--- config.mk ---
export PLATFORM = sky130hd
export DESIGN_NAME = capcmp_pair
export DESIGN_NICKNAME = d
export VERILOG_FILES = /design/src/rtl/capcmp_pkg.sv /design/src/rtl/capcmp_ctrl.sv /design/src/rtl/capcmp_dp.sv /design/src/rtl/capcmp_pair.sv
export SDC_FILE = /design/constraint.sdc
export NUM_CORES = 1
export LEC_CHECK = 0
export CORE_MARGIN = 2
export CORE_UTILIZATION = 42
export CTS_CLUSTER_DIAMETER = 100
export DETAILED_ROUTE_END_ITERATION = 12
export PLACE_DENSITY_LB_ADDON = 0.05
export SLEW_MARGIN = 20
export SYNTH_ARGS = -nofsm -noshare
export SYNTH_HDL_FRONTEND = slang
export SYNTH_HIERARCHICAL = 1
export SYNTH_SLANG_ARGS = --single-unit
--- constraint.sdc ---
create_clock -name clk -period 2.4 [get_ports clk]
set_input_delay 0.48 -clock clk [delete_from_list [all_inputs] [get_ports clk]]
set_output_delay 0.48 -clock clk [all_outputs]
set_load 0.01 [all_outputs]
--- src/rtl/capcmp_pkg.sv ---
package capcmp_pkg;
  localparam int CFG_W = 16;
  localparam logic [CFG_W-1:0] CFG_MASK = 16'h3F3F;

  typedef struct packed {
    logic [1:0] tbSel;
    logic       cmpMode;
    logic       link;
    logic       bufEn;
    logic       evtEn;
  } chanField_t;

  typedef struct packed {
    logic mstFromCnt;
    logic mstFromSlv;
    logic slvFromCnt;
    logic slvFromCpu;
  } xferStb_t;
endpackage

--- src/rtl/capcmp_ctrl.sv ---
module capcmp_ctrl
  import capcmp_pkg::*;
#(
  parameter int FIELD_SEL = 0
) (
  input  logic             clk,
  input  logic             rstN,
  input  logic             cfgWr,
  input  logic [CFG_W-1:0] cfgWrData,
  input  logic             capEvt,
  input  logic             mstRd,
  input  logic             slvWr,
  input  logic             reloadStb,
  input  logic             cntEqMst,
  output logic [CFG_W-1:0] cfgQ,
  output logic [1:0]       tbSel,
  output xferStb_t         stb,
  output logic             capValid,
  output logic             matchPulse
);
  localparam int FIELD_W = $bits(chanField_t);
  localparam int FIELD_LO = (FIELD_SEL == 1) ? 8 : 0;

  logic [CFG_W-1:0] cfgReg;
  logic [FIELD_W-1:0] fldRaw;
  chanField_t fld;
  logic capMode;
  logic accept;
  logic copyPend;

  always_ff @(posedge clk) begin
    if (!rstN) cfgReg <= '0;
    else if (cfgWr) cfgReg <= cfgWrData & CFG_MASK;
  end

  generate
    if (FIELD_SEL == 1) begin : g_upper
      assign fldRaw = cfgReg[FIELD_LO+FIELD_W-1:FIELD_LO];
    end else begin : g_lower
      assign fldRaw = cfgReg[FIELD_W-1:0];
    end
  endgenerate

  assign fld = chanField_t'(fldRaw);
  assign capMode = !fld.cmpMode;
  assign accept = capMode && fld.evtEn && capEvt && (fld.bufEn || (!capValid && !mstRd));

  always_comb begin
    stb.mstFromCnt = accept && !fld.bufEn;
    stb.slvFromCnt = accept && fld.bufEn;
    stb.slvFromCpu = fld.cmpMode && slvWr;
    if (capMode) stb.mstFromSlv = fld.bufEn && mstRd;
    else if (fld.bufEn) stb.mstFromSlv = fld.link ? reloadStb : cntEqMst;
    else stb.mstFromSlv = copyPend;
  end

  always_ff @(posedge clk) begin
    if (!rstN) begin
      capValid   <= 1'b0;
      copyPend   <= 1'b0;
      matchPulse <= 1'b0;
    end else begin
      capValid   <= accept || (capValid && !mstRd);
      copyPend   <= fld.cmpMode && !fld.bufEn && slvWr;
      matchPulse <= fld.cmpMode && cntEqMst;
    end
  end

  assign cfgQ  = cfgReg;
  assign tbSel = fld.tbSel;


  reserved_zero_chk: assert property (@(posedge clk) disable iff (!rstN)
    (cfgQ[7:6] == 2'b00) && (cfgQ[15:14] == 2'b00));


  evt_disabled_chk: assert property (@(posedge clk) disable iff (!rstN)
    !fld.evtEn |-> !stb.mstFromCnt && !stb.slvFromCnt);


  capture_lock_chk: assert property (@(posedge clk) disable iff (!rstN)
    (capValid && capMode && !fld.bufEn && !mstRd) |-> !stb.mstFromCnt);


  match_capture_chk: assert property (@(posedge clk) disable iff (!rstN)
    (capMode && !cfgWr) |=> !matchPulse);
endmodule

--- src/rtl/capcmp_dp.sv ---
module capcmp_dp
  import capcmp_pkg::*;
#(
  parameter int CNT_W = 16
) (
  input  logic             clk,
  input  logic             rstN,
  input  logic [CNT_W-1:0] cntVal,
  input  logic [CNT_W-1:0] slvWrData,
  input  xferStb_t         stb,
  output logic [CNT_W-1:0] mstQ,
  output logic [CNT_W-1:0] slvQ,
  output logic             cntEqMst
);
  always_ff @(posedge clk) begin
    if (!rstN) begin
      mstQ <= '0;
      slvQ <= '0;
    end else begin
      if (stb.mstFromCnt) mstQ <= cntVal;
      else if (stb.mstFromSlv) mstQ <= slvQ;
      if (stb.slvFromCnt) slvQ <= cntVal;
      else if (stb.slvFromCpu) slvQ <= slvWrData;
    end
  end

  assign cntEqMst = (cntVal == mstQ);


  mst_reload_chk: assert property (@(posedge clk) disable iff (!rstN)
    (stb.mstFromSlv && !stb.mstFromCnt) |=> mstQ == $past(slvQ));


  slv_capture_chk: assert property (@(posedge clk) disable iff (!rstN)
    stb.slvFromCnt |=> slvQ == $past(cntVal));


  slv_hold_chk: assert property (@(posedge clk) disable iff (!rstN)
    (!stb.slvFromCnt && !stb.slvFromCpu) |=> $stable(slvQ));
endmodule

--- src/rtl/capcmp_pair.sv ---
module capcmp_pair
  import capcmp_pkg::*;
#(
  parameter int CNT_W     = 16,
  parameter int FIELD_SEL = 0
) (
  input  logic             clk,
  input  logic             rstN,
  input  logic             cfgWr,
  input  logic [CFG_W-1:0] cfgWrData,
  input  logic [CNT_W-1:0] cntVal,
  input  logic             capEvt,
  input  logic             mstRd,
  input  logic             slvWr,
  input  logic [CNT_W-1:0] slvWrData,
  input  logic             reloadStb,
  output logic [CFG_W-1:0] cfgQ,
  output logic [1:0]       tbSel,
  output logic [CNT_W-1:0] mstQ,
  output logic [CNT_W-1:0] slvQ,
  output logic             capValid,
  output logic             matchPulse
);
  xferStb_t stb;
  logic cntEqMst;

  capcmp_ctrl #(.FIELD_SEL(FIELD_SEL)) u_ctrl (
    .clk(clk), .rstN(rstN), .cfgWr(cfgWr), .cfgWrData(cfgWrData),
    .capEvt(capEvt), .mstRd(mstRd), .slvWr(slvWr), .reloadStb(reloadStb),
    .cntEqMst(cntEqMst), .cfgQ(cfgQ), .tbSel(tbSel), .stb(stb),
    .capValid(capValid), .matchPulse(matchPulse)
  );

  capcmp_dp #(.CNT_W(CNT_W)) u_dp (
    .clk(clk), .rstN(rstN), .cntVal(cntVal), .slvWrData(slvWrData),
    .stb(stb), .mstQ(mstQ), .slvQ(slvQ), .cntEqMst(cntEqMst)
  );
endmodule

# --- Yosys cells after proc, flatten, opt, wreduce, memory -nomap -nowiden ---
# Cells that the tools add are included.
word_totals:
  output_inout_bits: 52
  regBits: 47
  wordCells: 34
classes:
  muxes: 7
  n_reduce_logical: 20
  eq_ne: 1
ops:
  columns: ["op", "count"]
  rows:
  - ["2-to-1 mux 16 bit", 4]
  - ["equality test 16 bit", 1]
  - ["logical AND 1 bit", 12]
  - ["zero test 1 bit", 4]
  - ["nonzero test 2 bit", 2]
  - ["2-to-1 mux 1 bit", 3]
  - ["logical OR 1 bit", 2]

# --- Depth between registers and ports, before layout ---
# Gate-level depths: netlist of run 1.
logic_depth:
  depth_word: 6
  depth_mapped: 11
  ltp_nobuf: 9

# --- Cells and area by module ---
# Netlist of run 1, hierarchy kept.
modules_own_cells:
  columns: ["mod", "instances", "area_per_inst_um2", "seq_area_each_um2", "cells_per_inst"]
  rows:
  - ["capcmp_dp", 1, 1752.9, 640.6, 194]
  - ["capcmp_ctrl", 1, 658.1, 300.3, 62]

# --- Worst setup path before layout of run 1 ---
# No wires, ideal clock.
synth_timing:
  path_type: "in2reg"
  start: "input cntVal[4]"
  end: "register u_dp.mstQ[0]"
  setup_slack_ps: 275
  required_ps: 2285
  arrival_ps: 2010
  path_buffers: 2
  setup_time_ps: 115
  path_stages: 11
  cell_sequence: "xnor2_1 > nand4_1 > nor4_1 > mux2i_1 > a21oi_1 > o21bai_1 > buf_6 > buf_12 > mux2i_1 > o21ai_1 > and2_1"
synth_lines:
  columns: ["element", "line", "source"]
  rows:
  - ["start: declaration", "capcmp_pair.sv:11", "input logic [CNT_W-1:0] cntVal,"]
  - ["end signal: assignment", "capcmp_dp.sv:20", "if (stb.mstFromCnt) mstQ <= cntVal;"]
  - ["end signal: assignment", "capcmp_dp.sv:21", "else if (stb.mstFromSlv) mstQ <= slvQ;"]
  - ["end: declaration", "capcmp_dp.sv:11", "output logic [CNT_W-1:0] mstQ,"]

==> out/metrics.csv, run 1 <==
stage,metric,value,unit
outcome,status,finished clean,
global_route,Overflow after GRT,0,
timing,Slew Limit Fails,0,
pwr,Clock Power Share,0.285,
timing,Final Hold Fails,0,
global_route,first-pass GRT wire length,9180,um
logic_synthesis,register area share after synthesis,0.390,
pwr,Max VDD drop,0.000260,V
clock_tree,clock-pin slew on the worst setup and hold paths,0.08,ns
critical_path,worst-path cell chain,"xnor2_1, nand4_1, nor4_2, buf_4, mux2i_1, a21oi_1, o21bai_4, buf_6, mux2i_1, o21ai_1, and2_1",
critical_path,"CP delay by family, top",simple AND/OR/NAND/NOR gates,
logic_synthesis,Yosys warning count,6,
clock_tree,"Hold-fix buffers, CTS",0,
pwr,Cell Int Power,1.21,mW
pwr,Pwr Total,1.60,mW
critical_path,CP max-delay cell,dfxtp_1,
worst_hold_path,Worst Hold Depth,2,
critical_path,Critical Path AT,2.44,ns
detailed_routing,via/cell ratio,4.79,
die,Row Count,27,
finish,nets@finish,420,
critical_path,"slowest stage delay, CP",0.34,ns
die,I/O pin total,107,
critical_path,crit start category,flop,
pwr,sw power,392,uW
pwr,Gate power share,0.196,
global_route,antenna violations before repair,0,
critical_path,"Buf+Inv Stages, Crit Path",2,
critical_path,FF-to-FF End,u_dp/mstQ[14],
critical_path,R2R Path Start,u_dp/mstQ[6],
place,Port Buf Inserts,98,
clock_tree,latest clock arrival within the worst-skew pair,0.30,ns
finish,share of layout cells above drive strength 1,0.104,
logic_synthesis,Syn Area/Cell,9.42,um^2
global_route,largest net degree at the start of global routing,48,
logic_synthesis,Yosys reg bits,47,
pwr,switching share of total power,0.245,
die,die footprint,6360,um^2
detailed_routing,iteration count of the initial detailed-routing pass,4,
detailed_routing,Routed WL,6020,um
timing,fin worst setup slack,0.156,ns
detailed_routing,drt drc,0,
timing,WHS,0.528,ns
critical_path,Critical Path End Type,flop,
logic_synthesis,Gate Count Post-Synth,256,
place,HPWL after DPL,4170,um
logic_synthesis,Yosys cell types,24,
finish,Layout Area Growth over Synthesis,50.5,%
critical_path,worst endpoint required time,2.59,ns
clock_tree,Longest Clk Path Bufs,2,
detailed_routing,wire per inst,13.7,um
clock_tree,CTS tree,done,
timing,final setup skew,0.00533,ns
clock_tree,TritonCTS Buffers,5,
detailed_routing,Iter 0 DRT Violations,70,
place,Setup WS pre-CTS,-0.472,ns
logic_synthesis,Post-Syn Area,2410,um^2
critical_path,r2r worst-path depth,11,
worst_hold_path,hold crit path type,reg2reg,
place,GP Congestion,0.766,
global_route,met1 Track Usage GR,0.247,
global_route,Total GRT Usage,0.187,
flow_run,Max Cap Violations,0,
critical_path,Setup CP Type,reg2reg,
global_route,number of global-route vias before repair,1955,
critical_path,CP Max Fanout,5,
global_route,M2 GR Usage,0.303,
critical_path,CP Depth,11,
critical_path,flop-to-flop setup slack,0.16,ns
critical_path,Critical Path Start,u_dp/mstQ[6],
die,Chip Width,79.8,um
pwr,Leak,1.38,nW
clock_tree,CTS Sinks,47,
die,Initial Utilization,0.435,
clock_tree,post-CTS setup buffers,0,
global_route,met3 Resource Use GR,0.0362,
critical_path,cell mode on critical path,mux2i_1,
critical_path,CP endpoint,u_dp/mstQ[14],
detailed_routing,ANT nets after route,0,
finish,final core occ,0.655,
timing,Max Fclk,0.446,GHz
pwr,Seq pwr share,0.518,
global_route,gr busiest metal,met2,
timing,period utilization,0.935,
timing,minimum clock period,2.24,ns
finish,Diodes inserted,0,
pwr,Power per Cell Area,441,nW/um^2
clock_tree,H-tree Lvls,2,
detailed_routing,Vias,2096,
clock_tree,clk root buf,clkbuf_8,
timing,RSZ-0062 raised after global routing,false,
die,die height,79.8,um
timing,# setup viols final,0,
die,Core Footprint,5540,um^2
## worst min path at each step
stage / startpoint / to / slack, ns
finish: u_ctrl/cfgQ[8] / u_ctrl/cfgQ[8] / 0.53
global route: cntVal[4] / u_dp/slvQ[4] / 0.56
CTS: u_ctrl/cfgQ[8] / u_ctrl/cfgQ[8] / 0.53
detailed placement: u_ctrl/cfgQ[8] / u_ctrl/cfgQ[8] / 0.51
global placement: u_ctrl/cfgQ[11] / u_ctrl/cfgQ[11] / 0.50
floorplan: u_ctrl/cfgQ[10] / u_ctrl/cfgQ[10] / 0.54
## worst register-to-register path, stage by stage (launching register included)
cell	delay, ns
dfxtp_1	0.34
xnor2_1	0.21
nand4_1	0.14
nor4_2	0.28
buf_4	0.15
mux2i_1	0.06
a21oi_1	0.16
o21bai_4	0.20
buf_6	0.18
mux2i_1	0.21
o21ai_1	0.07
and2_1	0.15
## logic make-up (layout without fill, tap and decap cells)
group | after synthesis | after routing | synth area share
buf+inv | 22 | 129 | 0.0846
xor+xnor | 16 | 16 | 0.0581
other cells | 1 | 4 | 0.00156
simple gates | 88 | 88 | 0.199
compound gates | 37 | 37 | 0.0799
flops | 47 | 47 | 0.390
mux | 45 | 45 | 0.187
## metrics by stage
step                instances  cell area (um^2)  setup TNS, ns
floorplan                 259              2420              0
finish                    438              3630              0
CTS                       438              3620              0
global route              438              3630              0
detailed placement        429              3510          -7.08
global placement          429              3510          -7.09
## cells in the mapped netlist
master      n  share of area
nor2b_1    12          0.031
conb_1      1         0.0016
and2_1     33          0.086
buf_2       5          0.010
mux2i_1    45           0.19
o21ai_1    32          0.066
inv_1       1         0.0016
and3_1      1         0.0026
o21bai_1    2         0.0062
a21oi_1     1         0.0021
nand4_1     4          0.010
dfxtp_1    47           0.39
nor4_1      1         0.0026
a21boi_1    1         0.0031
o21ai_0     1         0.0021
clkbuf_1    3         0.0047
buf_4       6          0.019
nor4b_2     1         0.0062
buf_12      3          0.025
and3b_1     2         0.0073
buf_6       3          0.014
xnor2_1    16          0.058
clkbuf_16   1          0.010
nand2_1    34          0.053
## metal layers
layer,vias to the layer above,part of all wire
li1,1065,-
met1,964,0.47
met2,60,0.47
met3,7,0.052
met4,0,0.012
met5,-,0
## state kept, by name (all words and copies together), names as in the netlist
| register | flops |
|---|---|
| u_ctrl/copyPend | 1 |
| u_dp/mstQ | 16 |
| u_ctrl/capValid | 1 |
| u_dp/slvQ | 16 |
| u_ctrl/cfgQ | 12 |
| u_ctrl/matchPulse | 1 |
## timing repair
| item | in CTS | in global routing |
|---|---|---|
| gates cloned | 1 | 0 |
| pin swaps | 4 | 12 |
| setup endpoints to repair | 16 | 16 |
| gates resized for setup | 16 | 17 |
## power groups by stage
| stage | registers [mW] | logic [mW] | clock network [mW] |
|---|---|---|---|
| 2_1_floorplan | 0.856 | 0.126 | 0 |
| 3_3_place_gp | 0.847 | 0.312 | 0 |
| 3_5_place_dp | 0.847 | 0.315 | 0 |
| 4_1_cts | 0.830 | 0.317 | 0.472 |
| 5_1_grt | 0.834 | 0.339 | 0.502 |
| 6_report | 0.829 | 0.314 | 0.456 |
## layout by cell type (no fill, tap or decap), types with 2 or more instances in the layout
cell             count
dlygate4sd2_1        7
and3b_1              2
xnor2_1             14
nand2_1             34
clkbuf_8             5
dlymetal6s2s_1       3
nor2b_1             12
xnor2_2              2
o21ai_1             32
buf_12               4
clkbuf_1             2
mux2i_1             45
and2_1              33
nand4_1              4
conb_1               4
clkbuf_2             5
buf_4               16
dfxtp_1             47
clkdlybuf4s50_1     82
## final cells by class
| type | instances | area (um^2) |
|---|---|---|
| tap | 72 | 90.1 |
| inverter | 1 | 3.75 |
| clock inverter | 1 | 5.00 |
| timing repair buffer | 120 | 1190 |
| fill | 511 | 1910 |
| sequential | 47 | 941 |
| clock buffer | 7 | 76.3 |
| multi-input combinational | 190 | 1320 |
(Power assumes the default switching activity.)
==> run 2, diff against run 1 <==
Settings changed: CORE_UTILIZATION 42 to 45.
Clock period 2.4 ns to 2.9 ns, I/O delays scaled along.
==> out/metrics.csv, run 2 (synthesized netlist as in run 1, its figures left out) <==
stage,metric,value,unit,change
clock_tree,latest clock arrival within the worst-skew pair,0.30,ns,about the same
global_route,number of global-route vias before repair,1833,,-6.2%
detailed_routing,Iter 0 DRT Violations,114,,+63%
timing,Final Hold Fails,0,,unchanged
pwr,Leak,1.27,nW,-8.5%
timing,minimum clock period,2.66,ns,
finish,"Design Area, Final",3480,um^2,-4.1%
timing,period utilization,0.917,,
outcome,status,finished clean,,
clock_tree,clk root buf,clkbuf_8,,
clock_tree,CTS Sinks,47,,unchanged
global_route,Overflow after GRT,0,,unchanged
place,DP Cell Count,417,,-2.8%
critical_path,Critical Path End Type,flop,,
die,Core Footprint,5140,um^2,-7.2%
finish,filler cell count,462,,-9.6%
finish,nets@finish,409,,-2.6%
detailed_routing,iteration count of the initial detailed-routing pass,4,,unchanged
detailed_routing,wire per inst,13.3,um,-3.3%
finish,most frequent cells in the layout,"98 x clkdlybuf4s50_1, 47 x dfxtp_1, 45 x mux2i_1",,
worst_hold_path,hold crit path type,reg2reg,,
critical_path,Critical Path AT,2.85,ns,+0.41 ns
global_route,antenna violations before repair,0,,unchanged
global_route,first-pass GRT wire length,9090,um,-1.0%
critical_path,CP Max Fanout,16,,+11
flow_run,Max Cap Violations,0,,unchanged
detailed_routing,Vias,1999,,-4.6%
clock_tree,"Hold-fix buffers, CTS",0,,unchanged
timing,WHS,0.522,ns,-0.00625 ns
place,DP Area,3400,um^2,-3.3%
place,GP Congestion,0.726,,-5.2%
detailed_routing,via/cell ratio,4.70,,-1.7%
die,Row Count,26,,-3.7%
clock_tree,CTS tree,done,,
pwr,Power per Cell Area,377,nW/um^2,-15%
clock_tree,TritonCTS Buffers,5,,unchanged
clock_tree,Longest Clk Path Bufs,2,,unchanged
timing,Max Fclk,0.376,GHz,
detailed_routing,Routed WL,5640,um,-6.2%
global_route,largest net degree at the start of global routing,48,,unchanged
finish,final cell count without fillers,425,,-3.0%
finish,Diodes inserted,0,,unchanged
critical_path,worst endpoint required time,3.09,ns,+0.50 ns
finish,multi-input logic area,1290,um^2,-2.2%
die,die height,77.2,um,-3.2%
timing,Slew Limit Fails,0,,unchanged
finish,Layout Area Growth over Synthesis,44.3,%,
die,die footprint,5960,um^2,-6.3%
die,Chip Width,77.2,um,-3.2%
place,HPWL after DPL,3990,um,-4.2%
detailed_routing,drt drc,0,,unchanged
clock_tree,H-tree Lvls,2,,unchanged
critical_path,crit start category,input port,,
die,I/O pin total,107,,unchanged
timing,final setup skew,0.00688,ns,+0.00155 ns
clock_tree,clock-pin slew on the worst setup and hold paths,0.08,ns,about the same
die,Initial Utilization,0.469,,+0.0339
clock_tree,post-CTS setup buffers,0,,unchanged
timing,Worst Tran Pin Value,0.728,ns,
finish,final core occ,0.677,,+0.0220
place,Port Buf Inserts,98,,unchanged
timing,# setup viols final,0,,unchanged
finish,share of layout cells above drive strength 1,0.0535,,-0.0503
critical_path,Setup CP Type,in2reg,,
timing,Rel. slew slack,0.513,,
finish,register area,941,um^2,unchanged
pwr,Pwr Total,1.31,mW,-18%
timing,RSZ-0062 raised after global routing,false,,
detailed_routing,ANT nets after route,0,,unchanged
global_route,Total GRT Usage,0.190,,+0.00383
finish,"most common cell after layout, fill and taps aside",clkdlybuf4s50_1,,
pwr,Max VDD drop,0.000256,V,-1.6%
clock_tree,post-CTS resize count,0,,-16
## run 2: layout make-up
class	instances	area share
Sequential cell	47	0.270
Timing Repair Buffer	109	0.309
Multi-Input combinational cell	190	0.371
Clock buffer	7	0.0219
Tap cell	70	0.0252
Clock inverter	1	0.00144
Inverter	1	0.00108
## run 2: per-layer routing
layer	vias to the layer above	routed length (um)	global-route usage
met4	0	74	0.0589
met1	886	2550	0.255
met3	6	369	0.0518
li1	1043	-	-
met2	64	2650	0.298
met5	-	0	0
## run 2: final timing paths
check             depth (start not counted)       startpoint  slack, ns              end
setup / recovery                         12        cntVal[4]       0.24     u_dp/mstQ[7]
hold / removal                            2  u_ctrl/cfgQ[12]       0.52  u_ctrl/cfgQ[12]
setup reg to reg                         11    u_dp/mstQ[15]       0.65     u_dp/mstQ[7]
hold reg to reg                           2  u_ctrl/cfgQ[12]       0.52  u_ctrl/cfgQ[12]
## run 2: worst max-delay path: stages
cell             delay (ns)
clkdlybuf4s50_1        0.53
xnor2_1                0.13
nand4_1                0.15
nor4_1                 0.30
buf_4                  0.16
mux2i_1                0.06
a21oi_1                0.14
o21bai_2               0.15
buf_12                 0.20
mux2i_1                0.21
o21ai_1                0.08
and2_1                 0.16
## run 2: per-stage QoR
stage	setup slack (ns)	setup TNS (ns)
2_1_floorplan	0.675	0
3_5_place_dp	-0.0841	-0.905
6_report	0.241	0
3_3_place_gp	-0.0257	-0.268
5_1_grt	0.124	0
4_1_cts	0.237	0
## run 2: report_power, final
group          leakage [nW]  switching [mW]  total [mW]  internal [mW]
clock network        0.0422           0.210       0.379          0.170
logic                 0.842          0.0909       0.246          0.155
registers             0.382          0.0185       0.686          0.667
total                  1.27           0.319        1.31          0.992
